File: src/rtl/blit_size_pkg.sv
package blit_size_pkg;
  typedef enum logic [1:0] {
    SEL_PACKED = 2'd0,
    SEL_VERT   = 2'd1,
    SEL_HORZ   = 2'd2,
    SEL_NONE   = 2'd3
  } size_sel_e;
endpackage

File: src/rtl/blit_wrap_counter.sv
module blit_wrap_counter #(
  parameter int W = 11
) (
  input  logic         clk,
  input  logic         rst,
  input  logic         clear,
  input  logic         inc,
  input  logic [W-1:0] limit,
  output logic [W-1:0] count,
  output logic         at_limit
);
  assign at_limit = (count == limit);

  always_ff @(posedge clk) begin
    if (rst || clear)
      count <= '0;
    else if (inc)
      count <= at_limit ? '0 : count + W'(1);
  end
endmodule

File: src/rtl/blit_size_regs.sv
module blit_size_regs
  import blit_size_pkg::*;
#(
  parameter int DATA_W     = 16,
  parameter int LEG_W_BITS = 6,
  parameter int LEG_H_BITS = 10,
  parameter int EXT_W_BITS = 11,
  parameter int EXT_H_BITS = 15
) (
  input  logic                  clk,
  input  logic                  rst,
  input  logic                  cfg_wr,
  input  logic [1:0]            cfg_sel,
  input  logic [DATA_W-1:0]     cfg_wdata,
  input  logic                  busy,
  output logic                  start,
  output logic [EXT_W_BITS-1:0] start_last_w,
  output logic [EXT_H_BITS-1:0] start_last_h
);
  localparam int LEG_H_LSB = LEG_W_BITS;

  logic [EXT_H_BITS-1:0] staged_h;
  logic [LEG_W_BITS-1:0] leg_last_w;
  logic [LEG_H_BITS-1:0] leg_last_h;
  logic [EXT_W_BITS-1:0] ext_last_w;
  logic [EXT_H_BITS-1:0] ext_last_h;
  size_sel_e             sel;

  assign sel = size_sel_e'(cfg_sel);

  // Zero-means-max: subtracting one modulo 2^n turns a field into its last index
  always_comb begin
    leg_last_w = cfg_wdata[LEG_W_BITS-1:0] - LEG_W_BITS'(1);
    leg_last_h = cfg_wdata[LEG_H_LSB +: LEG_H_BITS] - LEG_H_BITS'(1);
    ext_last_w = cfg_wdata[EXT_W_BITS-1:0] - EXT_W_BITS'(1);
    ext_last_h = staged_h - EXT_H_BITS'(1);
  end

  always_ff @(posedge clk) begin
    if (rst)
      staged_h <= '0;
    else if (cfg_wr && sel == SEL_VERT)
      staged_h <= cfg_wdata[EXT_H_BITS-1:0];
  end

  always_comb begin
    start        = 1'b0;
    start_last_w = '0;
    start_last_h = '0;
    if (cfg_wr && !busy) begin
      unique case (sel)
        SEL_PACKED: begin
          start        = 1'b1;
          start_last_w = EXT_W_BITS'(leg_last_w);
          start_last_h = EXT_H_BITS'(leg_last_h);
        end
        SEL_HORZ: begin
          start        = 1'b1;
          start_last_w = ext_last_w;
          start_last_h = ext_last_h;
        end
        default: ;
      endcase
    end
  end

  assert_vert_no_start_R4: assert property (@(posedge clk) disable iff (rst)
    (cfg_wr && sel == SEL_VERT) |-> !start);
  assert_busy_blocks_start_R9: assert property (@(posedge clk) disable iff (rst)
    busy |-> !start);
endmodule

File: src/rtl/blit_scan_seq.sv
module blit_scan_seq #(
  parameter int COL_W  = 11,
  parameter int LINE_W = 15
) (
  input  logic              clk,
  input  logic              rst,
  input  logic              start,
  input  logic [COL_W-1:0]  start_last_w,
  input  logic [LINE_W-1:0] start_last_h,
  input  logic              step,
  output logic              busy,
  output logic [COL_W-1:0]  word_col,
  output logic [LINE_W-1:0] line_idx,
  output logic              eol,
  output logic              done
);
  logic [COL_W-1:0]  last_w;
  logic [LINE_W-1:0] last_h;
  logic              col_at, line_at, adv;

  assign adv  = busy && step;
  assign eol  = adv && col_at;
  assign done = eol && line_at;

  always_ff @(posedge clk) begin
    if (rst) begin
      busy   <= 1'b0;
      last_w <= '0;
      last_h <= '0;
    end else if (start) begin
      busy   <= 1'b1;
      last_w <= start_last_w;
      last_h <= start_last_h;
    end else if (done) begin
      busy   <= 1'b0;
    end
  end

  blit_wrap_counter #(.W(COL_W)) u_col (
    .clk(clk), .rst(rst), .clear(start), .inc(adv),
    .limit(last_w), .count(word_col), .at_limit(col_at)
  );

  blit_wrap_counter #(.W(LINE_W)) u_line (
    .clk(clk), .rst(rst), .clear(start), .inc(eol),
    .limit(last_h), .count(line_idx), .at_limit(line_at)
  );

  assert_start_loads_R2: assert property (@(posedge clk) disable iff (rst)
    start |=> (busy && word_col == '0 && line_idx == '0));
  assert_col_in_window_R7: assert property (@(posedge clk) disable iff (rst)
    busy |-> (word_col <= last_w && line_idx <= last_h));
  assert_eol_wraps_R7: assert property (@(posedge clk) disable iff (rst)
    (eol && !done) |=> (word_col == '0 && line_idx == $past(line_idx) + LINE_W'(1)));
  assert_done_needs_eol_R8: assert property (@(posedge clk) disable iff (rst)
    done |-> eol);
  assert_done_idles_R8: assert property (@(posedge clk) disable iff (rst)
    done |=> (!busy && word_col == '0 && line_idx == '0));
  assert_idle_still_R10: assert property (@(posedge clk) disable iff (rst)
    !busy |-> (word_col == '0 && line_idx == '0 && !eol));
endmodule

File: src/rtl/blit_size_seq.sv
module blit_size_seq #(
  parameter int DATA_W     = 16,
  parameter int LEG_W_BITS = 6,
  parameter int LEG_H_BITS = 10,
  parameter int EXT_W_BITS = 11,
  parameter int EXT_H_BITS = 15
) (
  input  logic                  clk,
  input  logic                  rst,
  input  logic                  cfg_wr,
  input  logic [1:0]            cfg_sel,
  input  logic [DATA_W-1:0]     cfg_wdata,
  input  logic                  step,
  output logic                  busy,
  output logic [EXT_W_BITS-1:0] word_col,
  output logic [EXT_H_BITS-1:0] line_idx,
  output logic                  eol,
  output logic                  done,
  output logic                  big_blit_cap
);
  logic                  start;
  logic [EXT_W_BITS-1:0] start_last_w;
  logic [EXT_H_BITS-1:0] start_last_h;

  assign big_blit_cap = 1'b1;

  blit_size_regs #(
    .DATA_W(DATA_W), .LEG_W_BITS(LEG_W_BITS), .LEG_H_BITS(LEG_H_BITS),
    .EXT_W_BITS(EXT_W_BITS), .EXT_H_BITS(EXT_H_BITS)
  ) u_regs (
    .clk(clk), .rst(rst), .cfg_wr(cfg_wr), .cfg_sel(cfg_sel),
    .cfg_wdata(cfg_wdata), .busy(busy), .start(start),
    .start_last_w(start_last_w), .start_last_h(start_last_h)
  );

  blit_scan_seq #(.COL_W(EXT_W_BITS), .LINE_W(EXT_H_BITS)) u_seq (
    .clk(clk), .rst(rst), .start(start), .start_last_w(start_last_w),
    .start_last_h(start_last_h), .step(step), .busy(busy),
    .word_col(word_col), .line_idx(line_idx), .eol(eol), .done(done)
  );

  assert_cap_flag_R11: assert property (@(posedge clk) disable iff (rst)
    big_blit_cap);
endmodule

File: config.mk
export PLATFORM = sky130hd
export DESIGN_NAME = blit_size_seq
export DESIGN_NICKNAME = d
export VERILOG_FILES = /design/src/rtl/blit_size_pkg.sv /design/src/rtl/blit_wrap_counter.sv /design/src/rtl/blit_size_regs.sv /design/src/rtl/blit_scan_seq.sv /design/src/rtl/blit_size_seq.sv
export SDC_FILE = /design/constraint.sdc
export NUM_CORES = 1
export LEC_CHECK = 0
export BUFFER_PORTS_ARGS = -buffer_cell sky130_fd_sc_hd__buf_4
export CAP_MARGIN = 20
export CORE_MARGIN = 3
export CORE_UTILIZATION = 48
export CTS_CLUSTER_SIZE = 20
export DETAILED_ROUTE_END_ITERATION = 8
export GPL_TIMING_DRIVEN = 1
export MAX_ROUTING_LAYER = met4
export PLACE_DENSITY = 0.66
export RECOVER_POWER = 25
export SLEW_MARGIN = 20
export SYNTH_ARGS = -nofsm -noshare
export SYNTH_HDL_FRONTEND = slang
export SYNTH_SLANG_ARGS = --single-unit
File: constraint.sdc
create_clock -name clk -period 3.5 [get_ports clk]
set_input_delay 0.7 -clock clk [delete_from_list [all_inputs] [get_ports clk]]
set_output_delay 0.7 -clock clk [all_outputs]
set_load 0.03 [all_outputs]
After elaboration in Yosys (flattened, before gate mapping). Cells that the tools add are included.

Add/subtract/negate cells: 6. Eq/ne operators: 4. Multiplexer cells: 10. Reduce and logical (&&, ||, !) cells: 10.

Operators with widths (count): two-way mux 15 bit (2); one-hot mux 15 bit (2 select lines) (1); two-way mux 11 bit (2); one-hot mux 11 bit (2 select lines) (1); adder 15 x 1 -> 15 bit, second input constant (1); == test 15 bit (1); subtractor 15 x 1 -> 15 bit, second input constant (1); adder 11 x 1 -> 11 bit, second input constant (1); == test 11 bit (1); subtractor 11 x 1 -> 11 bit, second input constant (1); subtractor 10 x 1 -> 10 bit, second input constant (1); subtractor 6 x 1 -> 6 bit, second input constant (1); logical AND 1 bit (5); two-way mux 1 bit (4); == test 2 x 1 -> 1 bit, second input constant (1); == test 2 bit, second input constant (1); logical NOT 2 bit (1); nonzero test 2 bit (1); OR reduction 2 bit (1); logical NOT 1 bit (1); logical OR 1 bit (1).

Register bits after elaboration: 68. Output and inout bits: 30. Logic and storage cells: 36.

Logic depth before layout (Yosys ltp).
Depth in word-level cells: 5. Depth in mapped cells: 8.

Hierarchy. A second synthesis with hierarchy kept.

Cell total of the unflattened synthesis: 475. Area, all modules: 3918.8 um^2.

Modules (own cells, without submodules): blit_size_regs (instances 1, cells an instance 200, area an instance 1352.5 um^2, seq. area each 300.3 um^2); blit_scan_seq (instances 1, cells an instance 91, area an instance 1014.7 um^2, seq. area each 540.5 um^2); blit_wrap_counter (u_seq.u_line) (instances 1, cells an instance 103, area an instance 872.1 um^2, seq. area each 300.3 um^2); blit_wrap_counter (u_seq.u_col) (instances 1, cells an instance 79, area an instance 668.1 um^2, seq. area each 220.2 um^2); blit_size_seq (instances 1, cells an instance 2, area an instance 11.3 um^2, seq. area each 0.0 um^2).

Least setup slack after synthesis. Ideal clock, no wire load.

Path type: reg2out. Start point: reg u_seq.u_col.count[4]. End point: out done. Arrival time: 2647 ps. Slack: 153 ps. Stages on the path, launching flop included: 7. Buffers on the path: 1. Cells stage by stage: dfxtp_1 xnor2_1 nand4_1 clkbuf_1 nor3_1 inv_1 nor3_1.

Word-level cells in the longest chain between the ends: 3.

Ends and longest elaborated chain: start, declared (line blit_wrap_counter.sv:9) `output logic [W-1:0] count,`; start signal, assigned (line blit_wrap_counter.sv:18) `count <= at_limit ? '0 : count + W'(1);`; == test 11 bit (line blit_wrap_counter.sv:12) `assign at_limit = (count == limit);`; logical AND 1 bit (line blit_scan_seq.sv:22) `assign eol = adv && col_at;`; named net eol (line blit_size_seq.sv:17) `output logic eol,`; logical AND 1 bit (line blit_scan_seq.sv:23) `assign done = eol && line_at;`; end, declared (line blit_size_seq.sv:18) `output logic done,`.

The timed path passes the listed nets, and every way through them passes these cells.

Worst setup path in the final report.
Start point: reg u_seq.u_col.count[1]. End point: out done.

Word-level cells in the longest chain between the ends: 3.

Ends and longest elaborated chain (line): == test 11 bit (blit_wrap_counter.sv:12); logical AND 1 bit (blit_scan_seq.sv:22); logical AND 1 bit (blit_scan_seq.sv:23).

Every way passes these cells.

==> out/metrics.csv <==
metric,value,unit
multiplexer share of the synthesized area,0.0192,
"CP delay by family, top",simple AND/OR/NAND/NOR gates,
worst reg-to-reg path cell count,5,
"commonest non-fill, non-tap cell in the layout",dfxtp_1,
critical path depth,6,
Starting Density,0.499,
Critical Path AT,2270,ps
Mean Syn Cell Area,8.20,um2
residual overflow from global routing,0,
Worst path max stage delay,450,ps
worst-path fanout max,14,
Cell Int Power,1250,uW
reg2reg start,u_seq.u_col.count[1],
fillcell total,730,
skew final,10.1,ps
initial antenna violation count,0,
Post-Synth XOR/XNOR Area,0.177,
slew margin rel.,0.385,
Comb pwr share,0.148,
switch share,0.267,
Yosys warning count,0,
via count,3135,
first-pass GRT wire length,13800,um
total global-route track usage,0.208,
fmax,336,MHz
# DRC,0,
Worst Setup SP,u_seq.u_col.count[1],
complex-gate fraction of the synthesized area,0.0883,
Final setup viols,0,
"Max stage delay cell, worst path",nand4_1,
clock network power share,0.369,
Leak,0.00161,uW
"most used cell, CP",nor3_1,
ant diodes,0,
status,completed,
Die Span X,93.3,um
VDD IR max,0.000249,V
critical path buffer and inverter count,2,
Post-synth ARST share,0,
post-synthesis cell area,3660,um2
Syn Inst Count,446,
Worst Hold Class,register to register,
top-area cell type share of the netlist area,0.372,
TNS Setup,0,ps
nets,514,
sequential power share,0.484,
dpl ws,846,ps
Vias/cell,5.32,
port bufs,50,
worst path cell trace,"xnor2_1, nand4_1, nor3_1, inv_1, nor3_1, buf_4",
vias in the first global route,2813,
clk sinks,68,
synthesized-area fraction occupied by and/or/nand/nor cells,0.283,
largest net degree at the start of global routing,38,
Ports,52,
area of the die,8700,um2
most frequent cells in the layout,"68 x dfxtp_1, 67 x nand2_1, 44 x xnor2_1",
power per cell area,403,nW/um2
synthesized flop and latch total,68,
critical path endpoint category,output port,
Pins Over Slew Limit,0,
dominant cell type by area after synthesis,dfxtp_1,
hold_ws,461,ps
DRT iter0 DRCs,154,
RSZ-0062 raised after global routing,no,
share of cells above drive strength 1,0.129,
"top cells by area, synth","dfxtp_1 37%, xnor2_1 11%, xor2_1 7.2%, nand2_1 6.9%, a21oi_1 3.1%",
die height,93.3,um
"Seq/Total Area, Yosys",0.372,
GPL Wtd Cong,0.876,
CTS max path bufs,2,
synthesis-to-layout area growth,15.5,%
TritonCTS buffer count,9,
footprint of the multi-input gates,2150,um2
H-tree depth,3,
worst setup path end,done,
Synth cell types,45,
Net Sw Power,454,uW
r2r endpoint,u_seq.busy,
worst slew pin tran,919,ps
fin worst setup slack,526,ps
Clock Latency Late Sink,350,ps
root buf cell,clkbuf_8,
CTS Hold Buffers Added,0,
synthesized net count,474,
WL per Instance,14.3,um
period utilization,0.850,
predominant post-synthesis flop cell,dfxtp_1,
post-CTS sizing,0,
register area,1360,um2
1st-pass router iterations,4,
core footprint,7330,um2
Core Rows,31,
post-route ant nets,0,
final-report hold violation count,0,
max_cap viols,0,
crit path time final,2970,ps
main combinational cell family by area after synthesis,simple AND/OR/NAND/NOR gates,
Worst Path Required,2800,ps
CTS tree,built,
r2r setup slk,1040,ps
drt total wl,8430,um
post-synthesis adder-cell area fraction,0.0205,
detailed placer's ending HPWL,6340,um
"Reg clk slew, reported paths",70,ps
Post-CTS Setup Inserts,0,
critical path startpoint category,register,
"EDFF count, synth",0,
Critical Setup Path Class,register to output port,
==> tightest hold or removal path, delay by kind of cell, from the launching register on <==
kind / cells / cell delay, ps
DFF: 1 / 320
and+or+nand+nor: 1 / 50
AOI/OAI and AO/OA: 1 / 50
==> cell usage after synthesis (2+ instances only) <==
cell type   n
o21ai_0    12
a21o_1      2
nand3_1    10
or4_4       2
and4_1      4
a211oi_1    4
nor3b_1     4
or4_1       2
and2_1      3
nand2b_1    2
buf_2       2
mux2i_1     7
nor3_1     23
o211ai_1    6
o31ai_1     3
and3_1      6
xnor2_1    44
nand2_1    67
o21ai_1     4
nand3b_1    3
or3_2       2
dfxtp_1    68
xor2_1     30
nor4_1     15
a21oi_1    23
or3_1       4
clkbuf_1   21
nor2_1     30
nand4_1    10
nor4b_1     3
inv_1      11
ha_1        6
==> power groups by stage <==
stage | combinational (uW) | sequential [uW] | clock [uW]
floorplan | 180 | 838 | 0
global placement | 249 | 840 | 0
detailed placement | 253 | 840 | 0
finish | 251 | 822 | 627
CTS | 254 | 822 | 641
global route | 281 | 825 | 671
==> cell type report <==
| type | count | share of cell area |
|---|---|---|
| Inverter | 11 | 0.00977 |
| Multi-Input combinational cell | 342 | 0.510 |
| Clock buffer | 13 | 0.0352 |
| Timing Repair Buffer | 54 | 0.0853 |
| Clock inverter | 2 | 0.00829 |
| Sequential cell | 68 | 0.322 |
| Tap cell | 99 | 0.0293 |
==> sequential cells by signal (all words and copies together) (netlist names) <==
register / flops
u_seq.busy: 1
u_seq.last_w: 11
u_seq.u_col.count: 11
u_seq.u_line.count: 15
u_seq.last_h: 15
u_regs.staged_h: 15
==> worst min-delay path by stage <==
stage | start | slack [ps] | depth (start not counted) | to
floorplan | u_seq.last_h[14] | 440 | 2 | u_seq.last_h[14]
global placement | u_seq.last_h[14] | 450 | 2 | u_seq.last_h[14]
detailed placement | u_seq.last_h[14] | 460 | 2 | u_seq.last_h[14]
CTS | u_seq.last_h[14] | 470 | 2 | u_seq.last_h[14]
global route | u_seq.last_h[12] | 480 | 2 | u_seq.last_h[12]
finish | u_seq.last_h[14] | 460 | 2 | u_seq.last_h[14]
==> per-stage QoR <==
stage / area, um2 / total power [uW] / cells / util
global placement: 4090 / 1090 / 574 / 0.557
global route: 4230 / 1780 / 589 / 0.576
floorplan: 3660 / 1020 / 446 / -
CTS: 4270 / 1720 / 589 / 0.583
detailed placement: 4090 / 1090 / 574 / 0.557
finish: 4230 / 1700 / 589 / 0.576
==> kinds of logic after synthesis <==
logic type | after synthesis
AO/OA/AOI/OAI | 56
XOR/XNOR | 74
adder cells (fa/ha/maj) | 6
buffers and inverters | 36
flip-flops | 68
multiplexers | 7
other | 1
AND/OR/NAND/NOR | 198
==> routing by layer <==
layer	routed length, um	GRT usage
met5	0	-
met2	3760	0.312
met3	424	0.0467
met4	101	0.0769
met1	4150	0.276
Power figures use the tool's default switching activity.
